### src/rtl/mdwf_pkg.sv
package mdwf_pkg;
  localparam int STAT_W = 3;
  localparam int ST_FRM = 0;
  localparam int ST_ADR = 1;
  localparam int ST_BRK = 2;

  typedef struct packed {
    logic brk;
    logic adr;
    logic frm;
  } mdwf_stat_t;

  typedef enum logic {RX_OFF = 1'b0, RX_ON = 1'b1} rx_state_e;
endpackage

### src/rtl/mdwf_addr_cmp.sv
module mdwf_addr_cmp #(
  parameter int DW = 8
) (
  input  logic          valid,
  input  logic          addr_flag,
  input  logic [DW-1:0] data,
  input  logic [DW-1:0] ref_char,
  input  logic [1:0]    mode,
  output logic          act_wake,
  output logic          act_doze
);
  logic [DW-1:0] bit_eq;
  logic          match;
  logic          is_addr;

  genvar g;
  generate
    for (g = 0; g < DW; g++) begin : g_bit
      assign bit_eq[g] = ~(data[g] ^ ref_char[g]);
    end
  endgenerate

  assign match    = &bit_eq;
  assign is_addr  = valid & addr_flag;
  assign act_wake = is_addr & mode[0] & match;
  assign act_doze = is_addr & mode[1] & ~match;
endmodule

### src/rtl/mdwf_en_fsm.sv
module mdwf_en_fsm
  import mdwf_pkg::*;
(
  input  logic clk,
  input  logic rst,
  input  logic rx_reset,
  input  logic host_en,
  input  logic host_dis,
  input  logic act_wake,
  input  logic act_doze,
  output logic en
);
  rx_state_e st_q, st_d;

  always_comb begin
    st_d = st_q;
    if (rx_reset)      st_d = RX_OFF;
    else if (host_dis) st_d = RX_OFF;
    else if (host_en)  st_d = RX_ON;
    else if (act_wake) st_d = RX_ON;
    else if (act_doze) st_d = RX_OFF;
  end

  always_ff @(posedge clk) begin
    if (rst) st_q <= RX_OFF;
    else     st_q <= st_d;
  end

  assign en = (st_q == RX_ON);
endmodule

### src/rtl/mdwf_push_stage.sv
module mdwf_push_stage
  import mdwf_pkg::*;
#(
  parameter int DW = 8
) (
  input  logic              clk,
  input  logic              rst,
  input  logic              valid,
  input  logic [DW-1:0]     data,
  input  logic              addr_flag,
  input  logic              frm,
  input  logic              brk,
  input  logic              en_cur,
  input  logic [1:0]        mode,
  input  logic              keep_addr,
  input  logic              full,
  input  logic              rx_reset,
  output logic              push_valid,
  output logic [DW-1:0]     push_data,
  output logic [STAT_W-1:0] push_status,
  output logic              overrun
);
  logic       cand;
  logic       keep_a;
  mdwf_stat_t stat_d;

  assign keep_a = (mode == 2'b00) | keep_addr;
  assign cand   = valid & (addr_flag ? keep_a : en_cur);

  always_comb begin
    stat_d.brk = brk;
    stat_d.adr = addr_flag;
    stat_d.frm = frm;
  end

  always_ff @(posedge clk) begin
    if (rst) begin
      push_valid  <= 1'b0;
      push_data   <= '0;
      push_status <= '0;
      overrun     <= 1'b0;
    end else begin
      push_valid <= cand & ~full & ~rx_reset;
      if (cand) begin
        push_data   <= data;
        push_status <= stat_d;
      end
      if (rx_reset)         overrun <= 1'b0;
      else if (cand & full) overrun <= 1'b1;
    end
  end
endmodule

### src/rtl/mdwf_irq_ctl.sv
module mdwf_irq_ctl (
  input  logic clk,
  input  logic rst,
  input  logic rx_reset,
  input  logic evt,
  input  logic clr,
  input  logic mask,
  output logic pending,
  output logic irq
);
  logic pend_d;

  always_comb begin
    pend_d = pending;
    if (rx_reset) pend_d = 1'b0;
    else if (evt) pend_d = 1'b1;
    else if (clr) pend_d = 1'b0;
  end

  always_ff @(posedge clk) begin
    if (rst) begin
      pending <= 1'b0;
      irq     <= 1'b0;
    end else begin
      pending <= pend_d;
      irq     <= pend_d & ~mask;
    end
  end
endmodule

### src/rtl/mdrop_wake_filter.sv
module mdrop_wake_filter
  import mdwf_pkg::*;
#(
  parameter int DW = 8
) (
  input  logic              clk,
  input  logic              rst,
  input  logic [DW-1:0]     cfg_ref_char,
  input  logic [1:0]        cfg_wake_mode,
  input  logic              cfg_keep_addr,
  input  logic              cfg_irq_mask,
  input  logic              rx_valid,
  input  logic [DW-1:0]     rx_data,
  input  logic              rx_addr_flag,
  input  logic              rx_frame_err,
  input  logic              rx_break,
  input  logic              host_enable,
  input  logic              host_disable,
  input  logic              host_clr_irq,
  input  logic              host_rx_reset,
  input  logic              fifo_full,
  output logic              push_valid,
  output logic [DW-1:0]     push_data,
  output logic [STAT_W-1:0] push_status,
  output logic              rx_enabled,
  output logic              addr_event,
  output logic              irq,
  output logic              rx_overrun
);
  logic act_wake, act_doze;

  mdwf_addr_cmp #(.DW(DW)) cmp_i (
    .valid     (rx_valid),
    .addr_flag (rx_addr_flag),
    .data      (rx_data),
    .ref_char  (cfg_ref_char),
    .mode      (cfg_wake_mode),
    .act_wake  (act_wake),
    .act_doze  (act_doze)
  );

  mdwf_en_fsm fsm_i (
    .clk      (clk),
    .rst      (rst),
    .rx_reset (host_rx_reset),
    .host_en  (host_enable),
    .host_dis (host_disable),
    .act_wake (act_wake),
    .act_doze (act_doze),
    .en       (rx_enabled)
  );

  mdwf_push_stage #(.DW(DW)) push_i (
    .clk         (clk),
    .rst         (rst),
    .valid       (rx_valid),
    .data        (rx_data),
    .addr_flag   (rx_addr_flag),
    .frm         (rx_frame_err),
    .brk         (rx_break),
    .en_cur      (rx_enabled),
    .mode        (cfg_wake_mode),
    .keep_addr   (cfg_keep_addr),
    .full        (fifo_full),
    .rx_reset    (host_rx_reset),
    .push_valid  (push_valid),
    .push_data   (push_data),
    .push_status (push_status),
    .overrun     (rx_overrun)
  );

  mdwf_irq_ctl irq_i (
    .clk      (clk),
    .rst      (rst),
    .rx_reset (host_rx_reset),
    .evt      (act_wake | act_doze),
    .clr      (host_clr_irq),
    .mask     (cfg_irq_mask),
    .pending  (addr_event),
    .irq      (irq)
  );
endmodule

### config.mk
export PLATFORM = sky130hd
export DESIGN_NAME = mdrop_wake_filter
export DESIGN_NICKNAME = d
export VERILOG_FILES = /design/src/rtl/mdwf_pkg.sv /design/src/rtl/mdwf_addr_cmp.sv /design/src/rtl/mdwf_en_fsm.sv /design/src/rtl/mdwf_push_stage.sv /design/src/rtl/mdwf_irq_ctl.sv /design/src/rtl/mdrop_wake_filter.sv
export SDC_FILE = /design/constraint.sdc
export NUM_CORES = 1
export LEC_CHECK = 0
export BUFFER_PORTS_ARGS = -buffer_cell sky130_fd_sc_hd__buf_2
export CAP_MARGIN = 20
export CORE_MARGIN = 1.5
export CORE_UTILIZATION = 36
export DETAILED_ROUTE_END_ITERATION = 8
export PLACE_DENSITY = 0.73
export SLEW_MARGIN = 5
export SYNTH_ARGS = -nofsm -noshare
export SYNTH_HDL_FRONTEND = slang
export SYNTH_SLANG_ARGS = --single-unit
### constraint.sdc
create_clock -name clk -period 1.3 [get_ports clk]
set_input_delay 0.13 -clock clk [delete_from_list [all_inputs] [get_ports clk]]
set_output_delay 0.13 -clock clk [all_outputs]
set_load 0.02 [all_outputs]
==> results.md <==
* Outcome: complete, no violations
* Chip width at 47.8 um
* Largest clock skew in the final design at 3.92 ps
* CTS resizes at 0
* Net count of the finished layout at 163
* Antenna violations before repair at 0
* Initial Utilization at 0.376
* Count of state elements after synthesis at 16
* Wire length of the first global-routing pass at 2740 um
* Total number of vias at 759
* Number of cells produced by synthesis at 72
* Worst EP arrival at 1380 ps
* Design Power at 1.02 mW
* Slowest cell on the critical path: dfxtp_2
* Avg Vias per Cell at 4.83
* Req. time, crit path at 1480 ps
* DPL Wire Length at 1410 um
* Count of inserted antenna diode cells at 0
* Final max-slew violation count at 0
* Ratio of cells with drive above 1 in the final layout at 0.515
* Standby leakage power at 0.543 nW
* Time the worst path needs with I/O delays and setup at 1210 ps
* Post-synth EDFFs at 0
* Number of remaining DRC errors at 0
* Worst hold-check path type: in2reg
* Die Footprint at 2290 um^2
* Count of filler cells inserted in the layout at 189
* Worst IR Drop VDD at 0.000578 V
* Critical Path Most Common Cell: nor2_1
* H-tree depth reported by CTS at 1
* Total global routing track utilization at 0.173
* Main area contributors after synthesis: dfxtp_1 44%, mux2i_1 14%, xor2_1 9.7%
* Count of input and output buffers at 46
* Initial detailed-routing violation count at 5
* Relative contribution of the clock network to total power at 0.247
* Number of detailed-routing iterations run before antenna repair at 4
* Avg Inst Size Synth at 10.0 um^2
* Final hold violations at 0
* Total internal power at 0.742 mW
* Net count of the mapped netlist at 103
* Number of cells on the worst reg-to-reg path at 6
* Crit Path Max Fanout at 6
* Maximum number of pins on one net before global-route repair at 13
* Maximum single-stage delay on the critical path at 380 ps
* Height of the die at 47.8 um
* Overflow left after global routing at 0
* TritonCTS clock tree: built
* Combined area of the multi-input logic cells at 388 um^2
* Min setup slack post-route at 92.4 ps
* Sequential cell area fraction in the yosys report at 0.443
* Core outline area at 1920 um^2
* Final period util at 0.929
* Worst Hold Path Cells at 2
* Normalized max-slew margin at 0.776
* Gpl congestion at 0.750
* Clk Tree Root Cell: clkbuf_4
* Antenna violation net count after detailed routing at 0
* Critical Path, Cell by Cell: nor2_1, a211oi_2, buf_4, clkbuf_16, mux2i_1, nor2_1
* Leading area contributor after synthesis: dfxtp_1
* Share of synthesized registers carrying an async set or reset at 0
* Worst min-delay path endpoint: push_i.push_valid$_SDFF_PP0_
* Startpoint class of the critical path: register
* P per Cell Area at 910 nW/um^2
* Worst Min Path Start: fifo_full
* Family with the most delay on the worst path: flip-flops
* Clk sink count at 16
* Worst-path clk slew at 90 ps
* Pin slew with the least headroom to its limit at 331 ps
* Endpoint of the most critical register-to-register path: push_i.push_data[4]$_SDFFE_PP0P_
* Combinational Power Share at 0.239
* Upper clock frequency limit at 828 MHz
* Number of top-level pins at 47
* Proportion of power drawn by flip-flops and latches at 0.514
* Worst reg-to-reg setup slack at 90 ps
* Number of distinct standard cells referenced by the synthesized netlist at 23
* Buffers and inverters on the worst path at 2
* Number of placement rows at 16
* Number of max-cap violations at 0
* Predominant post-synthesis flop cell: dfxtp_1
* Worst setup path class: reg2reg
* Yosys warning total at 0
* Unrepaired setup endpoints after global routing: no
* Worst setup EP type: register
* Area delta synth->final at 54.5%
* DRT Wirelength at 1840 um
* Netlist Area Pre-Place at 723 um^2
* CTS max path bufs at 2
* Total CTS buffers at 3
* Pre-CTS worst setup slack at -60.9 ps
* Vias in the first global route at 677
* TNS Setup at 0 ps
* Clock insertion delay at the later pin of the skew report at 280 ps
* Synth top area share at 0.443
* Net Switching at 0.275 mW
* Post-detailed-route wirelength per cell at 11.7 um
* Total setup violations reported at the end of the flow at 0
* Switching share of power at 0.270
* Register Area at 322 um^2
* Worst r2r src: fsm_i.en$_SDFFE_PP0P_
-- stage by stage --
step	cells	hold WS [ps]	util	instance area, um^2
after floorplan	72	191	-	728
after global placement	150	293	0.542	1040
after detailed placement	150	300	0.542	1040
after CTS	155	7.29	0.564	1080
after global routing	157	10.9	0.581	1120
final	157	20.3	0.581	1120
-- power groups by stage --
stage               Combinational [mW]  Sequential, mW  Clock, mW
floorplan                       0.0863           0.560          0
global placement                 0.223           0.533          0
detailed placement               0.227           0.534          0
CTS                              0.233           0.523      0.265
global route                     0.266           0.526      0.284
finish                           0.243           0.522      0.251
-- sequential cells by signal, summed over array words and instances, names as in the netlist --
| signal | count |
|---|---|
| push_i.push_data | 8 |
| push_i.push_status | 3 |
| push_i.push_valid | 1 |
| fsm_i.en | 1 |
| push_i.overrun | 1 |
| irq_i.pending | 1 |
| irq_i.irq | 1 |
-- routing by layer --
metal | up-vias | share of wire | global-route usage | routed length, um
met3 | 2 | 0.087 | 0.0340 | 160
met1 | 347 | 0.43 | 0.210 | 796
met5 | - | 0 | 0 | 0
met2 | 36 | 0.47 | 0.285 | 870
met4 | 0 | 0.0054 | 0.0973 | 10
li1 | 374 | - | - | -
-- repair_timing --
item	in CTS	in global routing
setup buffers	0	1
hold endpoints to repair	2	0
setup endpoints to repair	0	5
hold buffers	2	0
-- synthesized netlist by cell type (all sizes together) (2+ instances only) --
cell / count
dfxtp: 16
xor2: 8
a21oi: 3
nand2: 3
nor2: 12
mux2i: 10
nand3: 3
nor4: 2
-- cell families after synthesis --
| group | count (synthesis) | share of synthesized area |
|---|---|---|
| compound gates | 10 | 0.112 |
| xor+xnor | 8 | 0.0969 |
| buf+inv | 3 | 0.0208 |
| flops | 16 | 0.443 |
| mux | 10 | 0.138 |
| simple gates | 25 | 0.189 |
-- final cells by class --
cell class                      count  share of cell area
Clock buffer                        3              0.0202
Multi-Input combinational cell     53               0.347
Inverter                            1             0.00336
Sequential cell                    16               0.288
Timing Repair Buffer               57               0.311
Tap cell                           27              0.0302
-- worst max path at each step --
stage	start	endpoint	slack, ps	cells after the start
after detailed placement	rx_data[5]	fsm_i.en$_SDFFE_PP0P_	-60	5
after CTS	fsm_i.en$_SDFFE_PP0P_	push_i.push_data[2]$_SDFFE_PP0P_	30	5
final	fsm_i.en$_SDFFE_PP0P_	push_i.push_data[4]$_SDFFE_PP0P_	90	6
after global routing	fsm_i.en$_SDFFE_PP0P_	push_i.push_status[2]$_SDFFE_PP0P_	6	6
after floorplan	fsm_i.en$_SDFFE_PP0P_	push_i.push_data[1]$_SDFFE_PP0P_	20	5
after global placement	rx_data[7]	fsm_i.en$_SDFFE_PP0P_	-30	5
-- cell usage in the layout, fill, tap and decap left out --
cell / count
nand3_1: 3
o21ba_2: 1
clkbuf_16: 1
o21ai_0: 1
dfxtp_2: 1
nand2_1: 3
dfxtp_1: 15
or4b_2: 1
clkbuf_4: 3
a21o_2: 1
a21oi_1: 3
mux2i_1: 10
nor4_2: 2
xor2_1: 8
a211oi_2: 1
nor2_1: 12
a2111oi_2: 1
dlygate4sd3_1: 2
a31oi_1: 1
buf_4: 7
nor4bb_1: 1
nand4_1: 1
nor4b_1: 1
inv_1: 1
buf_2: 46
a31o_2: 1
nor3_1: 1
buf_12: 1
Power figures use the tool's default switching activity.
